--- src/rtl/pag_pkg.sv ---
package pag_pkg;

    // Pixel size code: bytes per pixel minus one
    typedef enum logic [1:0] {
        PX_1B = 2'd0,
        PX_2B = 2'd1,
        PX_3B = 2'd2,
        PX_4B = 2'd3
    } px_size_e;

    localparam int PAT_ROWS = 8;
    localparam int ROW_W    = $clog2(PAT_ROWS);
    localparam int CNT_W    = 5;             // byte counter reaches 31

    function automatic int px_bytes(input int code);
        return code + 1;
    endfunction

    // bytes in one pattern row for a given size code
    function automatic int row_span(input int code);
        return PAT_ROWS * px_bytes(code);
    endfunction

    // number of low base bits cleared, equal to log2 of the row stride
    function automatic int align_bits(input int code);
        case (code)
            0:       return 3;
            1:       return 4;
            default: return 5;
        endcase
    endfunction

    // byte offset inside the row, per size code
    function automatic logic [CNT_W-1:0] row_wrap(input int code, input logic [CNT_W-1:0] c);
        case (code)
            0:       return c & 5'd7;
            1:       return c & 5'd15;
            2:       return (c >= 5'd24) ? c - 5'd24 : c;
            default: return c;
        endcase
    endfunction

    // floor(c / 3) for c below 32
    function automatic logic [CNT_W-1:0] div3(input logic [CNT_W-1:0] c);
        logic [CNT_W-1:0] q;
        q = '0;
        for (int k = 1; k <= 10; k++) begin
            if (c >= CNT_W'(3 * k)) q = CNT_W'(k);
        end
        return q;
    endfunction

endpackage

--- src/rtl/pag_seq.sv ---
module pag_seq
    import pag_pkg::*;
#(
    parameter int ADDR_W = 22,
    parameter int HGT_W  = 16
) (
    input  logic              clk,
    input  logic              rst_n,
    input  logic              start,
    input  logic [1:0]        px_in,
    input  logic              mono_in,
    input  logic [ADDR_W-1:0] base_in,
    input  logic [ADDR_W-1:0] mask_in,
    input  logic [HGT_W-1:0]  hgt_in,
    input  logic              line_done,
    input  logic              byte_step,
    output px_size_e          px_q,
    output logic              mono_q,
    output logic [ADDR_W-1:0] base_q,
    output logic [ADDR_W-1:0] mask_q,
    output logic [ROW_W-1:0]  row_q,
    output logic [CNT_W-1:0]  cnt_q,
    output logic [HGT_W-1:0]  hgt_q,
    output logic              busy_q,
    output logic              done_q
);

    typedef struct packed {
        px_size_e          px;
        logic              mono;
        logic [ADDR_W-1:0] base;
        logic [ADDR_W-1:0] mask;
        logic [ROW_W-1:0]  row;
        logic [CNT_W-1:0]  cnt;
        logic [HGT_W-1:0]  hgt;
        logic              busy;
        logic              done;
    } seq_t;

    seq_t st_d, st_q;
    logic [CNT_W-1:0] cnt_last;

    // last byte index of a pattern row for the running size
    always_comb begin
        case (st_q.px)
            PX_1B:   cnt_last = CNT_W'(row_span(0) - 1);
            PX_2B:   cnt_last = CNT_W'(row_span(1) - 1);
            PX_3B:   cnt_last = CNT_W'(row_span(2) - 1);
            default: cnt_last = CNT_W'(row_span(3) - 1);
        endcase
    end

    always_comb begin
        st_d = st_q;
        if (start) begin
            st_d.px   = px_size_e'(px_in);
            st_d.mono = mono_in;
            st_d.base = base_in;
            st_d.mask = mask_in;
            st_d.hgt  = hgt_in;
            st_d.row  = '0;
            st_d.cnt  = '0;
            st_d.busy = 1'b1;
            st_d.done = 1'b0;
        end else if (st_q.busy) begin
            if (line_done) begin
                st_d.row = st_q.row + 1'b1;
                st_d.cnt = '0;
                st_d.hgt = st_q.hgt - 1'b1;
                if (st_q.hgt == '0) begin
                    st_d.busy = 1'b0;
                    st_d.done = 1'b1;
                end
            end else if (byte_step) begin
                st_d.cnt = (st_q.cnt == cnt_last) ? '0 : st_q.cnt + 1'b1;
            end
        end
    end

    always_ff @(posedge clk or negedge rst_n) begin
        if (!rst_n) begin
            st_q <= '{px: PX_1B, mono: 1'b0, base: '0, mask: '0, row: '0,
                      cnt: '0, hgt: '0, busy: 1'b0, done: 1'b0};
        end else begin
            st_q <= st_d;
        end
    end

    assign px_q   = st_q.px;
    assign mono_q = st_q.mono;
    assign base_q = st_q.base;
    assign mask_q = st_q.mask;
    assign row_q  = st_q.row;
    assign cnt_q  = st_q.cnt;
    assign hgt_q  = st_q.hgt;
    assign busy_q = st_q.busy;
    assign done_q = st_q.done;

endmodule

--- src/rtl/pag_addr.sv ---
module pag_addr
    import pag_pkg::*;
#(
    parameter int ADDR_W = 22
) (
    input  px_size_e          px,
    input  logic              mono,
    input  logic [ADDR_W-1:0] base,
    input  logic [ADDR_W-1:0] mask,
    input  logic [ROW_W-1:0]  row,
    input  logic [CNT_W-1:0]  cnt,
    output logic [ADDR_W-1:0] addr
);

    localparam int N_SIZES = 4;

    logic [ADDR_W-1:0] full_cand [N_SIZES];
    logic [ADDR_W-1:0] mono_addr;
    logic [ADDR_W-1:0] raw_addr;

    // one full-colour candidate per pixel size
    for (genvar g = 0; g < N_SIZES; g++) begin : g_size
        localparam int AB = align_bits(g);
        logic [ADDR_W-1:0] aligned;
        logic [ADDR_W-1:0] row_off;
        logic [ADDR_W-1:0] col_off;
        always_comb begin
            aligned = base & ~ADDR_W'((1 << AB) - 1);
            row_off = ADDR_W'(row) << AB;
            col_off = ADDR_W'(row_wrap(g, cnt));
            full_cand[g] = aligned + row_off + col_off;
        end
    end

    always_comb begin
        mono_addr = (base & ~ADDR_W'(7)) | ADDR_W'(row);
        raw_addr  = mono ? mono_addr : full_cand[px];
        addr      = raw_addr & mask;
    end

endmodule

--- src/rtl/pag_bitsel.sv ---
module pag_bitsel
    import pag_pkg::*;
(
    input  px_size_e         px,
    input  logic [CNT_W-1:0] cnt,
    output logic [2:0]       bit_idx
);

    logic [CNT_W-1:0] pix_no;

    always_comb begin
        case (px)
            PX_1B:   pix_no = cnt;
            PX_2B:   pix_no = cnt >> 1;
            PX_3B:   pix_no = div3(cnt);
            default: pix_no = cnt >> 2;
        endcase
        bit_idx = 3'd7 - pix_no[2:0];
    end

endmodule

--- src/rtl/pag_addr_gen.sv ---
module pag_addr_gen
    import pag_pkg::*;
#(
    parameter int ADDR_W = 22,
    parameter int HGT_W  = 16
) (
    input  logic              clk,
    input  logic              rst_n,
    input  logic              start,
    input  logic [1:0]        px_size,
    input  logic              mono,
    input  logic [ADDR_W-1:0] base,
    input  logic [ADDR_W-1:0] vram_mask,
    input  logic [HGT_W-1:0]  height,
    input  logic              line_done,
    input  logic              byte_step,
    output logic [ADDR_W-1:0] addr,
    output logic [2:0]        bit_idx,
    output logic              done
);

    px_size_e          px_q;
    logic              mono_q;
    logic [ADDR_W-1:0] base_q;
    logic [ADDR_W-1:0] mask_q;
    logic [ROW_W-1:0]  row_q;
    logic [CNT_W-1:0]  cnt_q;
    logic [HGT_W-1:0]  hgt_q;
    logic              busy_q;
    logic              done_q;

    pag_seq #(.ADDR_W(ADDR_W), .HGT_W(HGT_W)) u_seq (
        .clk       (clk),
        .rst_n     (rst_n),
        .start     (start),
        .px_in     (px_size),
        .mono_in   (mono),
        .base_in   (base),
        .mask_in   (vram_mask),
        .hgt_in    (height),
        .line_done (line_done),
        .byte_step (byte_step),
        .px_q      (px_q),
        .mono_q    (mono_q),
        .base_q    (base_q),
        .mask_q    (mask_q),
        .row_q     (row_q),
        .cnt_q     (cnt_q),
        .hgt_q     (hgt_q),
        .busy_q    (busy_q),
        .done_q    (done_q)
    );

    pag_addr #(.ADDR_W(ADDR_W)) u_addr (
        .px   (px_q),
        .mono (mono_q),
        .base (base_q),
        .mask (mask_q),
        .row  (row_q),
        .cnt  (cnt_q),
        .addr (addr)
    );

    pag_bitsel u_bit (
        .px      (px_q),
        .cnt     (cnt_q),
        .bit_idx (bit_idx)
    );

    assign done = done_q;

endmodule

--- config.mk ---
export PLATFORM = sky130hd
export DESIGN_NAME = pag_addr_gen
export DESIGN_NICKNAME = d
export VERILOG_FILES = /design/src/rtl/pag_pkg.sv /design/src/rtl/pag_seq.sv /design/src/rtl/pag_addr.sv /design/src/rtl/pag_bitsel.sv /design/src/rtl/pag_addr_gen.sv
export SDC_FILE = /design/constraint.sdc
export NUM_CORES = 1
export LEC_CHECK = 0
export BUFFER_PORTS_ARGS = -buffer_cell sky130_fd_sc_hd__buf_2
export CAP_MARGIN = 20
export CORE_MARGIN = 2
export CORE_UTILIZATION = 55
export DETAILED_ROUTE_END_ITERATION = 12
export PLACE_DENSITY = 0.86
export SLEW_MARGIN = 10
export SYNTH_ARGS = -nofsm -noshare
export SYNTH_HDL_FRONTEND = slang
export SYNTH_SLANG_ARGS = --single-unit
--- constraint.sdc ---
create_clock -name clk -period 2.7 [get_ports clk]
set_input_delay 0.135 -clock clk [delete_from_list [all_inputs] [get_ports clk]]
set_output_delay 0.135 -clock clk [all_outputs]
set_load 0.03 [all_outputs]
Word-level counts from Yosys, hierarchy flattened
Cells that the tools add are included.

storage, ports and cells
  register bits = 73
  logic and storage cells = 72

operators by class
  $add $sub $neg = 12
  magnitude comparators = 11
  equality and inequality tests = 3
  multiplexer cells = 25
  bitwise operators = 3
  reductions and logical operators = 9

operator list
  cell                                                 number
  2-to-1 mux 22 bit                                    3
  2-to-1 mux 26 bit                                    2
  adder 22 x 5 -> 22 bit                               2
  binary-select mux 22 bit (select 2 bit)              1
  >= comparator 5 bit, second input constant           5
  2-to-1 mux 3 bit                                     8
  adder 22 x 3 -> 22 bit                               1
  adder 22 x 4 -> 22 bit                               1
  adder 22 x 6 -> 22 bit                               1
  adder 22 x 7 -> 22 bit                               1
  adder 22 x 8 -> 22 bit                               1
  AND 22 bit                                           1
  OR 22 x 3 -> 22 bit                                  1
  2-to-1 mux 5 bit                                     4
  2-to-1 mux 18 bit                                    1
  zero test 16 bit                                     1
  subtractor 16 x 1 -> 16 bit, second input constant   1
  >= comparator 5 x 4 -> 1 bit, second input constant  3
  case mux 5 bit (3 select lines)                      1
  case mux 3 bit (3 select lines)                      1
  2-to-1 mux 2 bit                                     3
  nonzero test 2 bit                                   3
  adder 5 x 1 -> 5 bit, second input constant          1
  == test 5 bit                                        1
  14 further kinds                                     15

Depth between registers and ports, before layout
  depth after elaboration = 13
  mapped depth = 9
  mapped depth without buffers = 8

Hierarchy
Synthesis repeated with hierarchy kept, for this count alone.

second synthesis, totals
  cell total of the unflattened synthesis = 445
  area total of the unflattened synthesis = 4,443.0 sq um

modules (own cells, without submodules)
  module      times used  cells an instance  area each (sq um)  sequential area each (sq um)
  pag_seq     1           260                3,166.8            1,826.8
  pag_addr    1           150                1,027.2            0.0
  pag_bitsel  1           35                 249.0              0.0

Least setup slack after synthesis
OpenSTA, ideal clock, no wires.

  path kind = flip-flop to output port
  from = register u_seq.st_q (netlist bit u_seq.row_q[0])
  to = output addr[9]
  data arrival time = 2.762 ns
  data required time = 2.565 ns
  setup slack = -0.197 ns
  cell stages (with the launch flop) = 9
  cells stage by stage = dfrtp_1 ha_1 fa_1 a21o_1 a21o_1 a31oi_1 clkbuf_1 o21ai_0 a21boi_0

on the way
  cells in the longest elaborated chain, start to end = 7
  elaborated cells on any way between the ends = 12

RTL lines
  element                                                   line                text
  from (decl)                                               pag_seq.sv:40       seq_t st_d, st_q;
  from (signal assigned)                                    pag_seq.sv:82       st_q <= '{px: PX_1B, mono: 1'b0, base: '0, mask: '0, row: '0,
  from (signal assigned)                                    pag_seq.sv:85       st_q <= st_d;
  adder 22 x 8 -> 22 bit (tied with other cells)            pag_addr.sv:31      full_cand[g] = aligned + row_off + col_off;
  adder 22 x 5 -> 22 bit (tied with other cells)            pag_addr.sv:31
  binary-select mux 22 bit (select 2 bit) (*)               pag_addr.sv:37      raw_addr = mono ? mono_addr : full_cand[px];
  2-to-1 mux 22 bit (not written as such) (*) (2 in a row)  pag_addr.sv:37
  2-to-1 mux 22 bit (*)                                     pag_addr.sv:37
  AND 22 bit (*)                                            pag_addr.sv:38      addr = raw_addr & mask;
  to (decl)                                                 pag_addr_gen.sv:17  output logic [ADDR_W-1:0] addr,

Mark *: on every way between the ends. The rest lies on a longest branch, timed or not. The select of a mux whose other input is x is not followed.

Worst setup path after layout
  from = register u_seq.st_q (netlist bit u_seq.row_q[1])
  to = output addr[13]

The elaborated chain is that of the path after synthesis.

==> impl_metrics.env <==
export IMPL_grt_first_pass_wirelength_um=18100
export IMPL_clk_latency_ps=350
export IMPL_setup_ws_ps=-60.7
export IMPL_drc=0
export IMPL_slowest_stage="dfrtp_2"
export IMPL_dp_hpwl_um=7060
export IMPL_period_needed_ps=2760
export IMPL_grtUsageTotal_pct=26.4
export IMPL_fin_cells=686
export IMPL_vias=4123
export IMPL_required_ps=2570
export IMPL_diodes=0
export IMPL_start_kind="flop"
export IMPL_fp_coreArea_um2=7690
export IMPL_p_int_mw=2.03
export IMPL_path_cells="buf_4, fa_2, a21o_1, a21o_1, a31oi_4, buf_6, o21ai_0, a21boi_1, buf_4"
export IMPL_synth_compound_gate_area_share_pct=16.7
export IMPL_maxCapViolCount=0
export IMPL_yosysTopAreaCell="dfrtp_1"
export IMPL_path_clk_slew_ps=90
export IMPL_grt_ovfl_total=0
export IMPL_chipHeight_um=93.0
export IMPL_synth_nets=554
export IMPL_r2r_start="u_seq.hgt_q[8]$_DFFE_PN0P_"
export IMPL_die_area_um2=8660
export IMPL_startpoint="u_seq.row_q[1]$_DFFE_PN0P_"
export IMPL_yosysMostFrequentCell="dfrtp_1"
export IMPL_nFillCells=519
export IMPL_syn_area_um2=4360
export IMPL_netlist_area_leader_share_pct=40.2
export IMPL_firstDrtPassIters=5
export IMPL_synthMuxAreaShare_pct=11.0
export IMPL_synth_edf_count=0
export IMPL_skew_ps=15.6
export IMPL_fin_util_pct=73.3
export IMPL_synth_seq_area_share_pct=40.2
export IMPL_synthAdderAreaFrac_pct=6.83
export IMPL_max_slew_margin_pct=41.3
export IMPL_io_pins=94
export IMPL_yosys_top_cells_count="70 x dfrtp_1, 54 x nand2_1, 48 x o21ai_0"
export IMPL_syn_inst=464
export IMPL_setup_violations=6
export IMPL_clockPowerShare_pct=32.6
export IMPL_slowest_delay_ps=480
export IMPL_die_w_um=93.0
export IMPL_timing_rr_end="u_seq.busy_q$_DFF_PN0_"
export IMPL_io_buffers=90
export IMPL_wirelength_um=12000
export IMPL_viasPerCell=6.01
export IMPL_critPathArrivalTime_ps=2630
export IMPL_crit_fanout=7
export IMPL_p_sw_mw=0.907
export IMPL_powerDensity_nw_per_um2=521
export IMPL_grt_max_degree=93
export IMPL_slew_violations=0
export IMPL_dp_cells=646
export IMPL_switching_share_pct=30.9
export IMPL_tightest_slew_ps=881
export IMPL_ff2ff_setup_slack_ps=610
export IMPL_drive_gt1_share_pct=36.0
export IMPL_seqPwrFrac_pct=42.2
export IMPL_ir_worst_vdd_uv=354
export IMPL_async_reset_ff_share_pct=100
export IMPL_clock_path_buffers=2
export IMPL_clock_sinks=70
export IMPL_final_hold_violation_count=33
export IMPL_synthSimpleGateAreaFrac_pct=17.8
export IMPL_fmax_ghz=0.362
export IMPL_ys_ff_latch=70
export IMPL_yosysWarnings=0
export IMPL_pwr_share_comb_pct=25.1
export IMPL_htree_levels=3
export IMPL_first_global_vias=3804
export IMPL_antenna_found_initial=0
export IMPL_netlist_cell_type_count=56
export IMPL_rows=32
export IMPL_rr_worst_depth=4
export IMPL_tritoncts="built"
export IMPL_fin_crit_sh_pct=102
export IMPL_leakage_nw=2.47
export IMPL_layout_nets=670
export IMPL_cp_endpoint="addr[13]"
export IMPL_critPathCaptureType="output port"
export IMPL_crit_type="reg2out"
export IMPL_rsz0062_at_grt="true"
export IMPL_violations="negative hold slack, negative setup slack"
export IMPL_ant_nets=0
export IMPL_synthToLayoutAreaGrowth_pct=29.2
export IMPL_hp_class="in2async"
export IMPL_ys_flop_type="dfrtp_1"
export IMPL_drtIter0Drc=270
export IMPL_status="finished with violations"
export IMPL_cts_root_buf="clkbuf_8"
export IMPL_synth_top_family_by_area="simple AND/OR/NAND/NOR gates"
export IMPL_synth_xor_area_share_pct=3.82
export IMPL_syn_avg_cell_area_um2=9.40
export IMPL_wl_per_cell_um=17.5
export IMPL_whs_ps=-19.5
export IMPL_gp_congestion=0.875
export IMPL_initial_core_util_pct=56.7
export IMPL_synthTopCellsByArea="dfrtp_1 40%, mux2_2 9.8%, o21ai_0 5.5%"
export IMPL_numCtsBuffers=9
==> kinds of logic (layout without fill, tap and decap cells) <==
logic type / Yosys count / count (layout)
muxes: 43 / 43
xor gates and xnor gates: 19 / 19
DFF: 70 / 70
AOI/OAI and AO/OA: 119 / 119
buffers and inverters: 43 / 163
and+or+nand+nor: 148 / 148
adders and majority gates: 22 / 22
==> layer usage <==
| layer | up-vias | routed length, um | track usage, % |
|---|---|---|---|
| met3 | 48 | 885 | 3.38 |
| met5 | - | 0 | 0 |
| met4 | 0 | 444 | 9.93 |
| met1 | 1953 | 4620 | 34.3 |
| li1 | 1898 | - | - |
| met2 | 224 | 6060 | 45.4 |
==> cells in the final DEF, fill, tap and decap left out, types with 3 or more instances in the layout <==
cell type	synthesis	routed
o21ai_0	48	46
nand2b_1	4	4
nand3b_1	5	5
a31oi_1	7	5
a21o_1	4	4
or4_4	2	3
and3_1	6	6
buf_2	1	75
mux2i_1	5	5
buf_6	0	9
a211oi_1	4	3
mux2_2	38	38
a21oi_1	21	14
nor2_1	17	16
xor2_1	6	6
clkbuf_8	0	10
a21boi_1	0	8
o31ai_1	8	8
nor2b_1	11	11
ha_1	19	15
or4_1	7	6
nor4_1	4	4
dlygate4sd3_1	0	11
nand2_1	54	52
ha_4	0	4
inv_1	16	16
fa_2	0	3
buf_4	0	35
dfrtp_1	70	64
dfrtp_2	0	6
a21oi_2	0	7
nand3_1	8	8
nor3_1	7	7
and2_1	3	3
xnor2_1	13	13
or3_1	9	9
==> area by class of cell <==
| cell class | count | area (um^2) | area share, % |
|---|---|---|---|
| multi-input cells | 351 | 2590 | 46.0 |
| well taps | 102 | 128 | 2.27 |
| clock inverters | 5 | 83.8 | 1.49 |
| inverters | 17 | 63.8 | 1.13 |
| repair buffers | 131 | 870 | 15.4 |
| flip-flops and latches | 70 | 1760 | 31.2 |
| clock buffers | 10 | 138 | 2.44 |
==> power by group through the flow <==
stage          combinational, mW  clock [mW]  sequential [mW]
6_report                   0.738       0.958             1.24
5_1_grt                    0.791        1.01             1.25
4_1_cts                    0.653       0.961             1.23
3_5_place_dp               0.593           0             1.25
3_3_place_gp               0.570           0             1.24
2_1_floorplan              0.405           0             1.23
==> worst min-delay path by stage <==
stage | from | end
3_5_place_dp | vram_mask[16] | u_seq.mask_q[16]$_DFFE_PN0P_
5_1_grt | base[10] | u_seq.base_q[10]$_DFFE_PN0P_
2_1_floorplan | rst_n | u_seq.base_q[10]$_DFFE_PN0P_
3_3_place_gp | height[8] | u_seq.hgt_q[8]$_DFFE_PN0P_
6_report | rst_n | u_seq.base_q[14]$_DFFE_PN0P_
4_1_cts | vram_mask[19] | u_seq.mask_q[19]$_DFFE_PN0P_
==> state kept, by name, indices dropped and copies added, names as in the netlist <==
| signal | flops |
|---|---|
| u_seq.mono_q | 1 |
| u_seq.hgt_q | 16 |
| u_seq.row_q | 3 |
| u_seq.cnt_q | 5 |
| u_seq.mask_q | 22 |
| u_seq.done_q | 1 |
| u_seq.base_q | 19 |
| u_seq.px_q | 2 |
| u_seq.busy_q | 1 |
==> stage by stage <==
stage / hold slack [ps] / area, um^2 / setup TNS [ps] / setup slack, ps / total power [mW]
floorplan: -161 / 4360 / 0 / 19.4 / 1.63
global placement: 341 / 4970 / 0 / 252 / 1.81
finish: -19.5 / 5630 / -118 / -60.7 / 2.93
global route: 4.10 / 5630 / -922 / -109 / 3.06
detailed placement: 347 / 4970 / 0 / 195 / 1.84
CTS: 0.212 / 5440 / 0 / 1.40 / 2.85
==> timing repair <==
| action | CTS | global route |
|---|---|---|
| setup endpoints to repair | 14 | 17 |
| resized for setup | 28 | 41 |
| endpoints found under the hold margin | 11 | 0 |
| pin swaps | 4 | 12 |
| hold buffers | 11 | 0 |
| buffers inserted | 4 | 9 |
| gates cloned | 1 | 0 |
==> worst max-delay path, delay by kind of cell (launching register included) <==
family                     cells  cell delay [ps]
adders and majority gates      1              350
buffers and inverters          3              520
AOI/OAI and AO/OA              5              900
DFF                            1              480
Power figures use the tool's default switching activity.
